**config.mk**
```make
export PLATFORM = sky130hd
export DESIGN_NAME = dual_hyst_latch
export DESIGN_NICKNAME = d
export VERILOG_FILES = /design/src/rtl/dhl_pkg.sv /design/src/rtl/dhl_slot_seq.sv /design/src/rtl/dhl_pon_fsm.sv /design/src/rtl/dhl_chan_latch.sv /design/src/rtl/dual_hyst_latch.sv
export SDC_FILE = /design/constraint.sdc
export NUM_CORES = 1
export LEC_CHECK = 0
export BUFFER_PORTS_ARGS = -buffer_cell sky130_fd_sc_hd__buf_4
export CAP_MARGIN = 15
export CORE_MARGIN = 2
export CORE_UTILIZATION = 55
export DETAILED_ROUTE_END_ITERATION = 16
export PLACE_DENSITY = 0.82
export SLEW_MARGIN = 20
export SYNTH_ARGS = -nofsm -noshare
export SYNTH_HDL_FRONTEND = slang
export SYNTH_SLANG_ARGS = --single-unit
```
**constraint.sdc**
```tcl
create_clock -name clk -period 3.1 [get_ports clk]
set_input_delay 0.62 -clock clk [delete_from_list [all_inputs] [get_ports clk]]
set_output_delay 0.62 -clock clk [all_outputs]
set_load 0.01 [all_outputs]
```
**src/rtl/dhl_pkg.sv**
```systemverilog
package dhl_pkg;

    // Slot owner; the value is also the chan_sel encoding (0 = A, 1 = B).
    typedef enum logic {
        CH_A = 1'b0,
        CH_B = 1'b1
    } chan_e;

    // Power-up sequencing.
    typedef enum logic {
        PW_BLANK = 1'b0,
        PW_RUN   = 1'b1
    } pwr_e;

    // Latched switch state of one channel.
    typedef enum logic {
        LT_OFF = 1'b0,
        LT_ON  = 1'b1
    } latch_e;

    localparam int NUM_CH = 2;

endpackage

```
**src/rtl/dhl_slot_seq.sv**
```systemverilog
module dhl_slot_seq
    import dhl_pkg::*;
#(
    parameter int SLOT_CYC = 800
) (
    input  logic  clk,
    input  logic  rst,
    output chan_e chan,
    output logic  tick
);

    localparam int CW = (SLOT_CYC > 1) ? $clog2(SLOT_CYC) : 1;
    localparam logic [CW-1:0] LAST = CW'(SLOT_CYC - 1);

    chan_e         st_q, st_d;
    logic [CW-1:0] cnt_q, cnt_d;

    // state register
    always_ff @(posedge clk) begin
        if (rst) begin
            st_q  <= CH_A;
            cnt_q <= '0;
        end else begin
            st_q  <= st_d;
            cnt_q <= cnt_d;
        end
    end

    // next state: SLOT_END toggles the owner
    always_comb begin
        st_d  = st_q;
        cnt_d = (cnt_q == LAST) ? '0 : cnt_q + 1'b1;
        unique case (st_q)
            CH_A: if (cnt_q == LAST) st_d = CH_B;
            CH_B: if (cnt_q == LAST) st_d = CH_A;
        endcase
    end

    // outputs
    always_comb begin
        chan = st_q;
        tick = (cnt_q == LAST);
    end

    assert_owner_flip_R1: assert property (@(posedge clk) disable iff (rst)
        tick |=> (chan != $past(chan)))
        else $error("owner did not change after slot end");

    assert_owner_steady_R1: assert property (@(posedge clk) disable iff (rst)
        !tick |=> $stable(chan))
        else $error("owner changed inside a slot");

    assert_tick_gap_R1: assert property (@(posedge clk) disable iff (rst)
        tick |=> !tick)
        else $error("consecutive slot ticks");

endmodule

```
**src/rtl/dhl_pon_fsm.sv**
```systemverilog
module dhl_pon_fsm
    import dhl_pkg::*;
#(
    parameter int PON_CYC = 1600
) (
    input  logic clk,
    input  logic rst,
    output logic blank
);

    localparam int CW = (PON_CYC > 1) ? $clog2(PON_CYC) : 1;
    localparam logic [CW-1:0] LAST = CW'(PON_CYC - 1);

    pwr_e          st_q, st_d;
    logic [CW-1:0] cnt_q, cnt_d;

    // state register
    always_ff @(posedge clk) begin
        if (rst) begin
            st_q  <= PW_BLANK;
            cnt_q <= '0;
        end else begin
            st_q  <= st_d;
            cnt_q <= cnt_d;
        end
    end

    // next state: BLANK_DONE after PON_CYC cycles, RUN is terminal
    always_comb begin
        st_d  = st_q;
        cnt_d = cnt_q;
        unique case (st_q)
            PW_BLANK: begin
                if (cnt_q == LAST) st_d = PW_RUN;
                else               cnt_d = cnt_q + 1'b1;
            end
            PW_RUN: st_d = PW_RUN;
        endcase
    end

    // output
    always_comb begin
        blank = (st_q == PW_BLANK);
    end

    assert_run_sticky_R6: assert property (@(posedge clk) disable iff (rst)
        (st_q == PW_RUN) |=> (st_q == PW_RUN))
        else $error("left run state without reset");

    assert_blank_early_R6: assert property (@(posedge clk) disable iff (rst)
        (st_q == PW_BLANK && cnt_q != LAST) |=> (st_q == PW_BLANK))
        else $error("blanking ended early");

endmodule

```
**src/rtl/dhl_chan_latch.sv**
```systemverilog
module dhl_chan_latch
    import dhl_pkg::*;
#(
    parameter int SAMPLE_W = 12
) (
    input  logic                       clk,
    input  logic                       rst,
    input  logic                       upd,
    input  logic signed [SAMPLE_W-1:0] sample,
    input  logic signed [SAMPLE_W-1:0] op_lvl,
    input  logic signed [SAMPLE_W-1:0] rel_lvl,
    output logic                       on,
    output logic                       bad_cfg
);

    latch_e st_q, st_d;
    logic   cfg_ok;

    assign cfg_ok = (op_lvl > rel_lvl);

    // state register; power-up state is on
    always_ff @(posedge clk) begin
        if (rst) st_q <= LT_ON;
        else     st_q <= st_d;
    end

    // next state: TRIP and RELEASE only on an update strobe
    always_comb begin
        st_d = st_q;
        if (upd && cfg_ok) begin
            unique case (st_q)
                LT_OFF: if (sample > op_lvl)  st_d = LT_ON;
                LT_ON:  if (sample < rel_lvl) st_d = LT_OFF;
            endcase
        end
    end

    // outputs
    always_comb begin
        on      = (st_q == LT_ON);
        bad_cfg = !cfg_ok;
    end

    assert_hold_no_upd_R2: assert property (@(posedge clk) disable iff (rst)
        !upd |=> $stable(on))
        else $error("latch moved without update strobe");

    assert_trip_R3: assert property (@(posedge clk) disable iff (rst)
        (upd && !bad_cfg && sample > op_lvl) |=> on)
        else $error("latch not on above operate level");

    assert_release_R4: assert property (@(posedge clk) disable iff (rst)
        (upd && !bad_cfg && sample < rel_lvl) |=> !on)
        else $error("latch not off below release level");

    assert_band_hold_R5: assert property (@(posedge clk) disable iff (rst)
        (upd && sample >= rel_lvl && sample <= op_lvl) |=> $stable(on))
        else $error("latch moved inside hysteresis band");

    assert_bad_cfg_hold_R9: assert property (@(posedge clk) disable iff (rst)
        (upd && bad_cfg) |=> $stable(on))
        else $error("misconfigured channel changed state");

endmodule

```
**src/rtl/dual_hyst_latch.sv**
```systemverilog
module dual_hyst_latch
    import dhl_pkg::*;
#(
    parameter int SAMPLE_W = 12,
    parameter int SLOT_CYC = 800,
    parameter int PON_CYC  = 1600
) (
    input  logic                       clk,
    input  logic                       rst,
    input  logic signed [SAMPLE_W-1:0] field_sample,
    input  logic signed [SAMPLE_W-1:0] op_a,
    input  logic signed [SAMPLE_W-1:0] rel_a,
    input  logic signed [SAMPLE_W-1:0] op_b,
    input  logic signed [SAMPLE_W-1:0] rel_b,
    output logic                       chan_sel,
    output logic                       slot_tick,
    output logic                       out_a_n,
    output logic                       out_b_n,
    output logic                       cfg_err
);

    chan_e                      owner;
    logic                       tick;
    logic                       blank;
    logic [NUM_CH-1:0]          own;
    logic [NUM_CH-1:0]          upd;
    logic [NUM_CH-1:0]          lat_on;
    logic [NUM_CH-1:0]          bad;
    logic signed [SAMPLE_W-1:0] op_v  [NUM_CH];
    logic signed [SAMPLE_W-1:0] rel_v [NUM_CH];

    assign op_v[0]  = op_a;
    assign rel_v[0] = rel_a;
    assign op_v[1]  = op_b;
    assign rel_v[1] = rel_b;
    assign own[0]   = (owner == CH_A);
    assign own[1]   = (owner == CH_B);

    dhl_slot_seq #(.SLOT_CYC(SLOT_CYC)) u_seq (
        .clk  (clk),
        .rst  (rst),
        .chan (owner),
        .tick (tick)
    );

    dhl_pon_fsm #(.PON_CYC(PON_CYC)) u_pon (
        .clk   (clk),
        .rst   (rst),
        .blank (blank)
    );

    for (genvar g = 0; g < NUM_CH; g++) begin : g_ch
        assign upd[g] = tick && own[g] && !blank;

        dhl_chan_latch #(.SAMPLE_W(SAMPLE_W)) u_lat (
            .clk     (clk),
            .rst     (rst),
            .upd     (upd[g]),
            .sample  (field_sample),
            .op_lvl  (op_v[g]),
            .rel_lvl (rel_v[g]),
            .on      (lat_on[g]),
            .bad_cfg (bad[g])
        );
    end

    // outputs: forced on while blanking, else the latched state
    always_comb begin
        chan_sel  = owner;
        slot_tick = tick;
        out_a_n   = blank ? 1'b0 : !lat_on[0];
        out_b_n   = blank ? 1'b0 : !lat_on[1];
        cfg_err   = |bad;
    end

    assert_one_upd_R2: assert property (@(posedge clk) disable iff (rst)
        $onehot0(upd))
        else $error("both channels updated in one cycle");

    assert_a_change_R2: assert property (@(posedge clk) disable iff (rst)
        (!blank && !(tick && owner == CH_A)) |=> $stable(out_a_n))
        else $error("output A changed outside its slot end");

    assert_b_change_R2: assert property (@(posedge clk) disable iff (rst)
        (!blank && !(tick && owner == CH_B)) |=> $stable(out_b_n))
        else $error("output B changed outside its slot end");

endmodule

```
## Yosys cells after proc, flatten, opt, wreduce, memory -nomap -nowiden

Index checks and enable logic that the tools add are counted.

| operators by class | value |
|---|---|
| equality and inequality tests | 2 |
| add/subtract/negate cells | 2 |
| bitwise operators | 5 |
| $lt $le $gt $ge | 6 |
| reductions and logical operators | 13 |
| muxes and demuxes | 13 |

Operators by type and width:

| kind | number |
|---|---|
| greater-than comparator 12 bit | 4 |
| less-than comparator 12 bit | 2 |
| adder 11 x 1 -> 11 bit, second input constant | 1 |
| == test 11 bit, second input constant | 1 |
| adder 10 x 1 -> 10 bit, second input constant | 1 |
| == test 10 bit, second input constant | 1 |
| two-way mux 1 bit | 9 |
| case mux 1 bit (2 select lines) | 4 |
| logical AND 1 bit | 6 |
| NOT 1 bit | 5 |
| logical NOT 1 bit | 4 |
| OR reduction 2 bit | 2 |
| AND reduction 2 bit | 1 |

| word-level totals | value |
|---|---|
| input bits | 62 |
| bits in registers | 25 |
| logic and storage cells | 47 |

## Logic depth before layout (Yosys ltp)

| logic depth | value |
|---|---|
| word-level depth | 4 |
| depth in mapped cells | 9 |
| gate-level depth less buffers | 9 |

## Hierarchy

From an unflattened synthesis, not the netlist that was laid out.

| second synthesis, totals | value |
|---|---|
| cell total of the unflattened synthesis | 372 |
| area total of the unflattened synthesis | 2,984.1 um^2 |

By module, submodules not included:

| module | seq. area each (um^2) | cells an instance | area an instance (um^2) | instances |
|---|---|---|---|---|
| dhl_chan_latch at g_ch[0].u_lat | 20.0 | 121 | 920.9 | 1 |
| dhl_chan_latch at g_ch[1].u_lat | 20.0 | 121 | 903.4 | 1 |
| dhl_pon_fsm | 240.2 | 72 | 653.1 | 1 |
| dhl_slot_seq | 220.2 | 53 | 476.7 | 1 |
| dual_hyst_latch | 0.0 | 5 | 30.0 | 1 |

## Worst setup path before layout

OpenSTA, ideal clock, no wires.

| timing | value |
|---|---|
| kind | input -> output |
| start | input port rel_b[10] |
| end | output port cfg_err |
| arrival | 2,077 ps |
| slack | 403 ps |
| stages on the path | 6 |
| path through | inv_1 -> ha_1 -> nand4_1 -> a2111o_1 -> a31oi_1 -> or3b_1 |

| on the way | value |
|---|---|
| longest elaborated chain between the ends | 3 |

RTL lines:

| item | line | RTL |
|---|---|---|
| start: declaration | dual_hyst_latch.sv:14 | `input logic signed [SAMPLE_W-1:0] rel_b,` |
| greater-than comparator 12 bit | dhl_chan_latch.sv:19 | `assign cfg_ok = (op_lvl > rel_lvl);` |
| logical NOT 1 bit | dhl_chan_latch.sv:41 | `bad_cfg = !cfg_ok;` |
| OR reduction 2 bit | dual_hyst_latch.sv:73 | `cfg_err = \|bad;` |
| end: declaration | dual_hyst_latch.sv:19 | `output logic cfg_err` |

No other way between the ends.

## Final worst setup path

| timing | value |
|---|---|
| start | input port op_b[1] |
| end | output port cfg_err |

| on the way | value |
|---|---|
| longest elaborated chain between the ends | 3 |

RTL lines:

| item | line | RTL |
|---|---|---|
| start: declaration | dual_hyst_latch.sv:13 | `input logic signed [SAMPLE_W-1:0] op_b,` |
| greater-than comparator 12 bit | dhl_chan_latch.sv:19 |  |
| logical NOT 1 bit | dhl_chan_latch.sv:41 |  |
| OR reduction 2 bit | dual_hyst_latch.sv:73 |  |

No other way between the ends.

==> out/metrics.csv <==
stage,metric,value,unit
synthesis,Post-Synthesis Cell Area,2811,um2
synthesis,syn nets,487,
run,MaxCap Viol Count,0,
floorplanning,# rows,26,
power_and_ir_drop,Leak,1.807,nW
setup_path,R2R depth,9,
synthesis,most frequent cell after synthesis,ha_1,
sta,setup TNS,0,ns
finish,Final #Nets,557,
synthesis,ys flop type,dfxtp_1,
clock_tree,H-tree depth,1,
setup_path,critical path's most frequent cell,buf_6,
floorplanning,CORE AREA,5010,um2
global_route,remaining global-route overflow,0,
sta,skew final,0.004668,ns
power_and_ir_drop,worst vdd ir,0.0003471,V
run_status,status,completed,
setup_path,Max Fanout on Critical Path,3,
setup_path,Worst setup SP type,input port,
placed_design,I/O Buffers,66,
placed_design,dpl hpwl,5648,um
synthesis,Unique masters post-synth,48,
setup_path,worst setup path start,op_b[1],
drt,Top Layer Used,met4,
synthesis,total of flip-flops plus latches after synthesis,25,
finish,share of layout cells above drive strength 1,19.76,%
finish,Inserted Diodes,0,
clock_tree,clock root cell,clkbuf_8,
synthesis,warning count from the yosys run,0,
global_route,largest net degree at the start of global routing,20,
setup_path,critical path class,input port to primary output,
synthesis,Area contributors post-synth,"ha_1 (33%), dfxtp_1 (18%), inv_1 (7.6%), nor2_1 (4.1%), a21oi_1 (3.7%)",
setup_path,crit path max-delay cell type,a2111o_1,
setup_path,FF-to-FF End,g_ch[1].u_lat.on$_SDFFE_PP1P_,
clock_tree,Clock Path Buffers,2,
power_and_ir_drop,PD cells,242.8,nW/um2
drt,vias post-DR,2690,
drt,met2 WL post-DR,3233,um
drt,DRC Markers,0,
placed_design,RePlAce Congestion,0.8905,
setup_path,required time of the critical path,2.48,ns
drt,First DRT Iteration DRCs,129,
setup_path,critical-path cell list,buf_6 -> ha_4 -> nor2b_4 -> o211ai_1 -> a2111o_1 -> a31oi_4 -> or3b_1 -> buf_6,
synthesis,async set or reset register ratio after synthesis,0,%
setup_path,r2r startpoint,u_seq.cnt_q[0]$_SDFF_PP0_,
floorplanning,Initial Util,56.12,%
power_and_ir_drop,total power,0.8550,mW
drt,first drt pass iteration count,4,
clock_tree,Worst-Skew Late Latency,0.26,ns
global_route,initial antenna violation count,0,
sta,final setup fails,0,
synthesis,synthesized instance count,351,
synthesis,sequential cell area fraction in the yosys report,17.80,%
setup_path,crit path to,cfg_err,
sta,Fmax achieved,328.1,MHz
drt,DRT Wirelength,6690,um
sta,RSZ-0062 raised after global routing,false,
global_route,first-pass GRT wire length,10490,um
floorplanning,die width,75.50,um
sta,Relative slew margins,66.92,%
finish,P&R area growth vs syn,25.23,%
finish,Fillers,437,
synthesis,most frequent cells after synthesis,"ha_1 (74), inv_1 (57), nor2_1 (31), dfxtp_1 (25), a21oi_1 (21)",
drt,drt wl/cell,13.65,um
setup_path,CP Capture Type,primary output,
setup_path,WP depth,8,
floorplanning,die height,75.50,um
drt,Routed Antenna Nets,0,
floorplanning,num ports,67,
min_path,Worst Hold Class,flip-flop to flip-flop,
drt,metal3 WL,344,um
global_route,GRT Util Overall,23.25,%
setup_path,flop-to-flop setup slack,0.93,ns
setup_path,cell family with most CP delay,compound AO/OA/AOI/OAI gates,
setup_path,Worst Path Buf+Inv,2,
synthesis,top-area cell type share of the netlist area,32.93,%
floorplanning,die area,5700,um2
synthesis,dominant cell type by area after synthesis,ha_1,
clock_tree,CTS tree,built,
synthesis,Syn Area/Cell,8.010,um2
drt,Routed met1 length,2959,um
clock_tree,CTS sink cnt,25,
sta,period utilization,98.33,%
sta,Slew @ Worst Pin,0.4917,ns
setup_path,critical path arrival,2.43,ns
sta,Slew Limit Fails,0,
global_route,vias in the first global route,2496,
sta,final hold vios,0,
setup_path,max incr delay on CP,0.47,ns
clock_tree,clk slew on worst S/H paths,0.09,ns
drt,vias per std cell,5.490,
synthesis,"EDFF count, synth",0,
clock_tree,total CTS buffers,3,
sta,Final min period,3.048,ns
-- power breakdown --
| part | switching (mW) | internal, mW |
|---|---|---|
| Sequential | 0.00599 | 0.328 |
| Clock | 0.101 | 0.0909 |
| Combinational | 0.163 | 0.166 |
-- area by class of cell --
| class | instances | area [um2] | share of cell area, % |
|---|---|---|---|
| multi-input combinational | 266 | 2146 | 60.95 |
| timing repair buffer | 68 | 521.8 | 14.82 |
| sequential | 25 | 500.5 | 14.21 |
| inverter | 57 | 216.5 | 6.148 |
| tap | 70 | 87.58 | 2.488 |
| clock buffer | 3 | 41.29 | 1.173 |
| clock inverter | 1 | 7.507 | 0.2132 |
-- per-layer routing --
layer  vias to the layer above  track usage, %
met4                         0           5.068
met1                      1220           29.50
met3                        12           1.852
li1                       1378               -
met5                         -               0
met2                        80           42.80
-- metrics by stage --
stage	instance area (um2)	std cells	hold slack, ns	utilization [%]	setup WS (ns)
5_1_grt	3521	490	0.5135	70.28	0.003770
6_report	3521	490	0.4754	70.28	0.05175
3_5_place_dp	3383	484	0.4587	67.53	0.01670
3_3_place_gp	3383	484	0.4452	67.53	0.06375
2_1_floorplan	2811	351	0.4295	-	0.4030
4_1_cts	3432	488	0.4798	68.51	0.01281
-- registers in the layout, summed over array words and instances, names as in the netlist --
register	cells
u_pon.cnt_q	11
u_seq.cnt_q	10
g_ch.u_lat.on	2
u_pon.st_q	1
u_seq.chan	1
-- how the worst min path moves through the flow --
stage / slack [ns] / startpoint / cells past startpoint / endpoint
after global routing: 0.51 / u_seq.cnt_q[0]$_SDFF_PP0_ / 1 / u_seq.cnt_q[0]$_SDFF_PP0_
after floorplan: 0.43 / u_seq.cnt_q[0]$_SDFF_PP0_ / 1 / u_seq.cnt_q[0]$_SDFF_PP0_
after global placement: 0.45 / u_seq.cnt_q[0]$_SDFF_PP0_ / 1 / u_seq.cnt_q[0]$_SDFF_PP0_
after detailed placement: 0.46 / u_seq.cnt_q[0]$_SDFF_PP0_ / 1 / u_seq.cnt_q[0]$_SDFF_PP0_
final: 0.48 / u_seq.cnt_q[0]$_SDFF_PP0_ / 1 / u_seq.cnt_q[0]$_SDFF_PP0_
after CTS: 0.48 / u_seq.cnt_q[0]$_SDFF_PP0_ / 1 / u_seq.cnt_q[0]$_SDFF_PP0_
-- cell families (layout without fill, tap and decap cells) --
kind of cell	Yosys count	after routing	synth area share (%)
and+or+nand+nor	111	111	20.92
adders and majority gates	74	74	32.93
AOI/OAI and AO/OA	63	63	14.55
buffers and inverters	60	129	8.011
DFF	25	25	17.80
xor gates and xnor gates	15	15	4.673
muxes	3	3	1.113
-- cells in the final DEF, fill, tap and decap left out, drive strengths merged, types with 2 or more instances in the layout --
cell    count
nand2b      3
or3         3
nor4        2
a31oi       2
a21o        5
and4        5
nor3        4
a21oi      21
dfxtp      25
nand2      18
ha         74
nor2       31
a21boi      2
and2        2
clkbuf      3
and3        4
inv        57
or4b        2
o21bai      2
mux2i       2
buf        68
o21ai      13
nand4      12
a211oi      2
nand3      13
o211ai      3
nor4b       2
nor2b       6
xor2       11
o31ai       3
xnor2       4
-- worst reg2reg max path: cells and delay by family (launching register included) --
kind                       cells  cell delay (ns)
DFF                            1             0.38
and+or+nand+nor                6             1.20
adders and majority gates      2             0.37
AOI/OAI and AO/OA              1             0.10
-- what timing repair did --
action	in CTS	in global routing
resized for setup	0	13
endpoints found under the setup margin	0	1
hold buffers	0	0
buffers inserted	0	2
(Power assumes the default switching activity.)
